===== src/rtl/lane_eq_pkg.sv =====
package lane_eq_pkg;

    // Lowest bit index of segment k.
    function automatic int seg_lo(input int k, input int segw);
        return k * segw;
    endfunction

    // Highest bit index of segment k; the top segment runs to the word end.
    function automatic int seg_hi(input int k, input int segw, input int nseg, input int width);
        if (k == nseg - 1) begin
            return width - 1;
        end
        return k * segw + segw - 1;
    endfunction

endpackage


===== src/rtl/lane_seg_match.sv =====
module lane_seg_match
    import lane_eq_pkg::*;
#(
    parameter int WIDTH = 32,
    parameter int SEG_W = 4,
    parameter int NSEG  = 4
) (
    input  logic [WIDTH-1:0] a_i,
    input  logic [WIDTH-1:0] b_i,
    output logic [NSEG-1:0]  seg_eq_o
);

    // One equality term per segment.
    for (genvar k = 0; k < NSEG; k++) begin : g_seg
        localparam int LO = seg_lo(k, SEG_W);
        localparam int HI = seg_hi(k, SEG_W, NSEG, WIDTH);
        assign seg_eq_o[k] = (a_i[HI:LO] == b_i[HI:LO]);
    end

endmodule


===== src/rtl/lane_chain.sv =====
module lane_chain #(
    parameter int NSEG = 4
) (
    input  logic [NSEG-1:0] seg_eq_i,
    input  logic [NSEG-2:0] split_i,
    output logic [NSEG-1:0] lane_eq_o
);

    logic [NSEG-1:0] cut_above;   // boundary above segment j is active
    logic [NSEG-1:0] lead;        // segment j starts a lane
    logic [NSEG-1:0] run_d;       // segments j.. up to the lane end all match

    assign cut_above = {1'b1, split_i};
    assign lead      = {split_i, 1'b1};

    // AND chain from the top down, restarted at each active boundary.
    always_comb begin
        logic acc;
        acc   = 1'b1;
        run_d = '0;
        for (int j = NSEG - 1; j >= 0; j--) begin
            acc      = seg_eq_i[j] & (cut_above[j] | acc);
            run_d[j] = acc;
        end
    end

    // Only lane leaders report.
    assign lane_eq_o = run_d & lead;

endmodule


===== src/rtl/lane_eq_cmp.sv =====
module lane_eq_cmp
    import lane_eq_pkg::*;
#(
    parameter int WIDTH = 32,
    parameter int SEG_W = 4,
    parameter int NSEG  = 4
) (
    input  logic [WIDTH-1:0] op_a,
    input  logic [WIDTH-1:0] op_b,
    input  logic [NSEG-2:0]  split,
    output logic [NSEG-1:0]  lane_eq
);

    localparam int TOP_LO = seg_lo(NSEG - 1, SEG_W);

    logic [NSEG-1:0] seg_eq;

    lane_seg_match #(
        .WIDTH (WIDTH),
        .SEG_W (SEG_W),
        .NSEG  (NSEG)
    ) u_match (
        .a_i      (op_a),
        .b_i      (op_b),
        .seg_eq_o (seg_eq)
    );

    lane_chain #(
        .NSEG (NSEG)
    ) u_chain (
        .seg_eq_i  (seg_eq),
        .split_i   (split),
        .lane_eq_o (lane_eq)
    );

    // Combinational checks on the outputs against the inputs (R7: no clock exists).
    always_comb begin
        AST_NONLEAD_ZERO: assert ((lane_eq & ~{split, 1'b1}) == '0);
        if (op_a == op_b) begin
            AST_EQUAL_ALL_LEADERS: assert (lane_eq == {split, 1'b1});
        end
        if (split == '0) begin
            AST_WHOLE_WORD: assert (lane_eq == {{(NSEG-1){1'b0}}, (op_a == op_b)});
        end
        if (&split) begin
            AST_TOP_ALONE: assert (lane_eq[NSEG-1] == (op_a[WIDTH-1:TOP_LO] == op_b[WIDTH-1:TOP_LO]));
        end
    end

endmodule


===== config.mk =====
export PLATFORM = sky130hd
export DESIGN_NAME = lane_eq_cmp
export DESIGN_NICKNAME = d
export VERILOG_FILES = /design/src/rtl/lane_eq_pkg.sv /design/src/rtl/lane_seg_match.sv /design/src/rtl/lane_chain.sv /design/src/rtl/lane_eq_cmp.sv
export SDC_FILE = /design/constraint.sdc
export NUM_CORES = 1
export LEC_CHECK = 0
export ABC_AREA = 0
export BUFFER_PORTS_ARGS = -buffer_cell sky130_fd_sc_hd__buf_2
export CAP_MARGIN = 0
export CORE_MARGIN = 5
export CORE_UTILIZATION = 29
export DETAILED_ROUTE_END_ITERATION = 7
export PLACE_DENSITY_LB_ADDON = 0.1
export SLEW_MARGIN = 15
export SYNTH_ARGS = -nofsm -noshare
export SYNTH_HDL_FRONTEND = slang
export SYNTH_SLANG_ARGS = --single-unit

===== constraint.sdc =====
create_clock -name vclk -period 1.2
set_input_delay 0.06 -clock vclk [all_inputs]
set_output_delay 0.06 -clock vclk [all_outputs]
set_load 0.02 [all_outputs]

Word-level counts from Yosys, hierarchy flattened. Index checks and enable logic that the tools add are counted.

Bits of input ports: 67. Bits in registers: 0. Output and inout bits: 4.

Bitwise gates (word level): 7. Equal/unequal tests: 4.

Operator list (number): == test 20 bit (1); == test 4 bit (3); AND 4 bit (1); AND 1 bit (3); bitwise OR 1 bit (3).

Logic depth before layout (Yosys ltp). Gate-level depths: netlist (run 1).

Word-level depth: 8. Depth in mapped cells: 5. Gate-level depth less buffers: 5.

Modules after synthesis. Synthesis (run 1) repeated with hierarchy kept, for this count alone.

Cell total of the unflattened synthesis: 48. Area total of the unflattened synthesis: 394.1 um^2.

By module, submodules not included: lane_seg_match (area an instance 345.3 um^2, times used 1, cells each 42); lane_chain (area an instance 48.8 um^2, times used 1, cells each 6).

Least setup slack after synthesis (run 1). No wires, ideal clock.

Path kind: input-to-output. From: in op_b[11]. To: out lane_eq[1]. Data required time: 1.140 ns. Stages: 5. Arrival: 1.055 ns. Path buffers: 0. Slack: 0.085 ns. Cell sequence: xor2_1 > nor4_4 > nand4_1 > o2bb2ai_1 > and2_1.

Longest elaborated chain between the ends: 5.

RTL lines: from (decl) (line lane_eq_cmp.sv:9) `input logic [WIDTH-1:0] op_b,`; == test 4 bit (line lane_seg_match.sv:17) `assign seg_eq_o[k] = (a_i[HI:LO] == b_i[HI:LO]);`; AND 1 bit (line lane_chain.sv:22) `acc = seg_eq_i[j] & (cut_above[j] | acc);`; bitwise OR 1 bit (line lane_chain.sv:22); AND 1 bit (line lane_chain.sv:22); AND 4 bit (line lane_chain.sv:28) `assign lane_eq_o = run_d & lead;`; to (decl) (line lane_eq_cmp.sv:11) `output logic [NSEG-1:0] lane_eq`.

No other way between the ends.

Worst setup path in the final report (run 1). Ends and elaborated chain as after synthesis.

==> metrics.md, run 1 <==
| Metric | Value |
|---|---|
| Pwr dens | 306 nW/um^2 |
| Slew HR | 0.819 |
| Crit share post-route | 1.11 |
| Total net switching power | 0.126 mW |
| DRC violations left | 0 |
| Antenna diodes | 0 |
| Critical path launch point type | primary input |
| Register area share after synthesis | 0 |
| Crit path to | lane_eq[1] |
| Most area-consuming cells after synthesis | xor2_1 65%, nor4_2 8.7%, nor4_1 5.8% |
| Pint | 0.172 mW |
| Sw frac | 0.423 |
| Req. time, crit path | 1.14 ns |
| Largest family of logic cells by synthesized area | XOR/XNOR gates |
| Critical path peak fanout | 3 |
| Remaining Overflow, GRT | 0 |
| Sequential cells | 0 |
| Post-synthesis adder-cell area fraction | 0 |
| Max_cap viols | 0 |
| Critical path type | in2out |
| Final Hold Viols | 0 |
| Post-synthesis mux area share | 0 |
| Antenna violations before repair | 0 |
| GRT Util Overall | 0.117 |
| # setup viols final | 4 |
| Net Count, Synth | about 120 |
| Area of the mapped netlist | 429 sq um |
| Starting Density | 0.318 |
| Area Overhead vs Synth | 127% |
| Cell taking the most area after synthesis | xor2_1 |
| Buffers on Ports | 71 |
| Setup WS post-layout | -0.128 ns |
| Post-route cell area | approximately 970 sq um |
| # nets final | 191 |
| Drt total wl | around 1600 microns |
| Combinational power share | 1.000 |
| Most frequent cells after synthesis | 32 x xor2_1, 4 x nor4_1, 3 x nor4_2 |
| Area of the core | roughly 1400 sq um |
| Top-area cell type share of the netlist area | 0.653 |
| Final setup TNS | -0.262 ns |
| Final Non-Filler Cells | ~140 |
| CP Capture Type | output pin |
| Die height | 48.5 microns |
| Post-Synth Simple-Gate Area | 0.268 |
| Unrepaired setup endpoints after global routing | yes |
| Worst min path class | in2out |
| Ys Warns | 0 |
| First-pass GRT wire length | between 2000 and 2500 microns |
| Die W | 48.5 microns |
| Count leader, synth | xor2_1 |
| Initial DRC Count | 0 |
| Clk pwr share | 0 |
| First drt pass iteration count | 1 |
| Slew Viols, Final | 0 |
| Critical path arrival | 1.27 ns |
| Register area | 0 sq um |
| IO Count | 71 |
| Worst slew pin tran | 0.269 ns |
| Dpl hpwl | 1310 microns |
| Placed Area | 803 sq um |
| Synth cell types | 13 |
| Worst setup path start | op_b[11] |
| Min Tclk post-route | approximately 1.3 ns |
| Via count | 615 |
| Cells after DPL | 136 |
| Flop pwr share | 0 |
| Vias in the first global route | 647 |
| Fmax | ~0.75 GHz |
| Worst VDD drop | 0.152 mV |
| Routed length per instance | 11.8 microns |
| Mean post-synth cell area | 8.58 sq um |
| DRT antenna net count | 0 |
| Post-CTS Hold Buffers | 0 |
| Die area | 2350 sq um |
| Layout cells sized above 1 | 0.689 |
| Vias per Instance | 4.49 |
| Routability cong. | roughly 0.67 |
| Largest net degree at the start of global routing | 4 |
| CLK BUF | 0 |
| Pre-CTS setup slack | -0.162 ns |
| Leak | 0.504 nW |
| Status | finished with violations |
| Compound-Gate Fraction of Synth Area | 0.0787 |
| Failing checks | negative setup slack |
| Synth Area in XOR/XNOR | 0.653 |
| Row count | 13 |
| Mapped Cells | 50 |
-- layer usage --
metal  global-route usage  vias to the layer above  part of all wire
li1                     -                      314                 -
met1                0.141                      262              0.31
met2                0.211                       39              0.55
met3               0.0367                        0              0.14
met4                    0                        0                 0
met5                    0                        -                 0
-- how the worst min path moves through the flow --
stage | startpoint | endpoint | slack, ns | cells past startpoint
after floorplan | split[1] | lane_eq[2] | 0.28 | 1
after global placement | split[0] | lane_eq[1] | 0.46 | 3
after detailed placement | split[0] | lane_eq[1] | 0.46 | 3
after CTS | split[0] | lane_eq[0] | 0.44 | 3
after global routing | split[0] | lane_eq[1] | 0.46 | 3
final | split[0] | lane_eq[1] | 0.44 | 3
-- critical path: stages --
cell	delay, ns
buf_2	0.12
xor2_2	0.16
nor4_4	0.32
nand4_1	0.15
o2bb2ai_2	0.19
and2_4	0.16
buf_6	0.10
-- placed cells by master (no fill, tap or decap), types with 2 or more instances in the layout --
cell type,n
buf_2,56
buf_6,15
nor4_1,3
nor4_2,2
nor4_4,3
xor2_1,27
xor2_2,5
-- power by group through the flow --
stage / Sequential (mW) / Combinational (mW) / Clock (mW)
floorplan: 0 / 0.104 / 0
global placement: 0 / 0.235 / 0
detailed placement: 0 / 0.238 / 0
CTS: 0 / 0.255 / 0
global route: 0 / 0.328 / 0
finish: 0 / 0.298 / 0
-- area by class of cell --
cell class	count	area, sq um
timing repair buffer	72	457
tap	15	18.8
fill	111	375
multi-input combinational	50	499
-- cell families after synthesis --
family / Yosys count
AND/OR/NAND/NOR: 14
AO/OA/AOI/OAI: 4
XOR/XNOR: 32
-- through the flow --
step	total power [mW]	hold WS [ns]	util
after floorplan	0.104	0.276	-
after global placement	0.235	0.461	0.595
after detailed placement	0.238	0.462	0.595
after CTS	0.255	0.436	0.643
after global routing	0.328	0.459	0.722
final	0.298	0.444	0.722
-- timing repair --
item / CTS / global route
setup buffers: 1 / 0
pin swaps: 11 / 14
endpoints found under the setup margin: 4 / 4
resized for setup: 13 / 16
endpoints found under the hold margin: 0 / 0
Note: power is estimated with default switching activity, not from simulation.
==> run 2: changes to the inputs <==
--- a/config.mk
+++ b/config.mk
@@ -8,8 +8,10 @@
 export ABC_AREA = 0
 export BUFFER_PORTS_ARGS = -buffer_cell sky130_fd_sc_hd__buf_2
 export CAP_MARGIN = 0
+export CELL_PAD_IN_SITES_DETAIL_PLACEMENT = 0
+export CELL_PAD_IN_SITES_GLOBAL_PLACEMENT = 2
 export CORE_MARGIN = 5
-export CORE_UTILIZATION = 29
+export CORE_UTILIZATION = 12
 export DETAILED_ROUTE_END_ITERATION = 7
 export PLACE_DENSITY_LB_ADDON = 0.1
 export SLEW_MARGIN = 15
==> metrics.md, run 2 (synthesized netlist as in run 1, its figures left out) <==
| Metric | Value |
|---|---|
| Layout cells sized above 1 | 0.697 |
| IO Count | between 70 and 80 |
| Unrepaired setup endpoints after global routing | yes |
| Placed Area | 850 sq um |
| Worst VDD drop | 0.0666 mV |
| Vias per Instance | 3.60 |
| Final setup TNS | -0.395 ns |
| Buffers on Ports | 71 |
| Fmax | approximately 0.75 GHz |
| Slew HR | 0.822 |
| Critical path type | in2out |
| Slew Viols, Final | 0 |
| Critical path peak fanout | 3 |
| Die height | 69.8 microns |
| Sw frac | 0.445 |
| Clk pwr share | 0 |
| Via count | 605 |
| Antenna diodes | 0 |
| # setup viols final | 4 |
| Status | finished with violations |
| DRT antenna net count | 0 |
| # nets final | about 190 |
| Pwr dens | 295 nW/um^2 |
| Worst min path class | in2out |
| Post-route cell area | 982 sq um |
| Remaining Overflow, GRT | 0 |
| Critical path arrival | roughly 1.3 ns |
| Total net switching power | 0.129 mW |
| Critical path launch point type | primary input |
| CP Capture Type | output pin |
| Flop pwr share | 0 |
| Hold_ws | 0.444 ns |
| Setup WS post-layout | -0.134 ns |
| Worst slew pin tran | 0.266 ns |
| Routability cong. | 0.703 |
| Layout fillers | approximately 370 |
| Leak | 0.493 nW |
| GRT Util Overall | 0.0621 |
| Most frequent cells in the layout | 62 x buf_2, 28 x xor2_1, 9 x buf_6, 4 x xor2_2, 4 x nor4_4 |
| Vias in the first global route | 663 |
| Final Hold Viols | 0 |
| Die W | 69.8 microns |
| Commonest non-fill, non-tap cell in the layout | buf_2 |
| Worst Hold Endpoint | lane_eq[1] |
| Req. time, crit path | roughly 1.1 ns |
| Post-CTS Hold Buffers | 0 |
| Sequential cells | 0 |
| Dpl hpwl | 1500 microns |
| Register area | 0 sq um |
| Largest net degree at the start of global routing | 4 |
| Postcts setup bufs | 0 |
| Crit share post-route | 1.11 |
| Max_cap viols | 0 |
| Starting Density | 0.127 |
| Worst hold start | split[0] |
| Hold path depth | 3 |
| CLK BUF | 0 |
| Area of the multi-input gates | between 500 and 600 sq um |
| Area of the core | 3390 sq um |
| First-pass GRT wire length | 2670 microns |
| Die area | 4870 sq um |
| First drt pass iteration count | 2 |
| DRC violations left | 0 |
| Initial DRC Count | 1 |
| Failing checks | negative setup slack |
| Pint | 0.161 mW |
| Area Overhead vs Synth | 129% |
| Drt total wl | 1680 microns |
| Routed length per instance | 9.97 microns |
| Pre-CTS setup slack | -0.223 ns |
| Row count | 21 |
| Combinational power share | 1.000 |
| Min Tclk post-route | 1.33 ns |
| Antenna violations before repair | 0 |
-- run 2: cell counts in the layout (fill, tap and decap cells not counted) --
No cell type changed its count.
-- run 2: per-stage QoR --
stage,power (mW),util,cells
final,0.290,0.290,168
after global routing,0.318,0.290,168
after CTS,0.268,0.272,168
after detailed placement,0.244,0.251,168
after global placement,0.242,0.251,168
after floorplan,0.104,-,50
-- run 2: cell type report --
type,count,share of cell area
Multi-Input combinational cell,50,0.515
Timing Repair Buffer,72,0.427
Tap cell,46,0.0586
-- run 2: layer usage --
layer	track usage	share of wire
met4	0	0
met5	0	0
met1	0.0687	0.35
met2	0.119	0.53
met3	0.0232	0.13
-- run 2: worst max-delay path by stage --
stage / from / endpoint
final: op_b[11] / lane_eq[1]
after global routing: op_a[26] / lane_eq[0]
after CTS: op_a[17] / lane_eq[1]
after detailed placement: op_b[26] / lane_eq[1]
after global placement: op_b[7] / lane_eq[1]
after floorplan: op_b[11] / lane_eq[1]
-- run 2: worst max-delay path, stage by stage --
cell       delay (ns)
buf_2            0.10
xor2_1           0.17
nor4_4           0.33
nand4_1          0.15
o2bb2ai_2        0.19
and2_4           0.16
buf_6            0.11
-- run 2: power by group through the flow --
stage,Combinational (mW),Clock (mW),Sequential (mW)
after floorplan,0.104,0,0
after global placement,0.242,0,0
after detailed placement,0.244,0,0
after CTS,0.268,0,0
after global routing,0.318,0,0
final,0.290,0,0
-- run 2: what timing repair did --
item | CTS | global route
gates resized for setup | 15 | 10
endpoints found under the hold margin | 0 | 0
setup endpoints to repair | 4 | 4
gates cloned | 0 | 0
pin swaps | 13 | 10
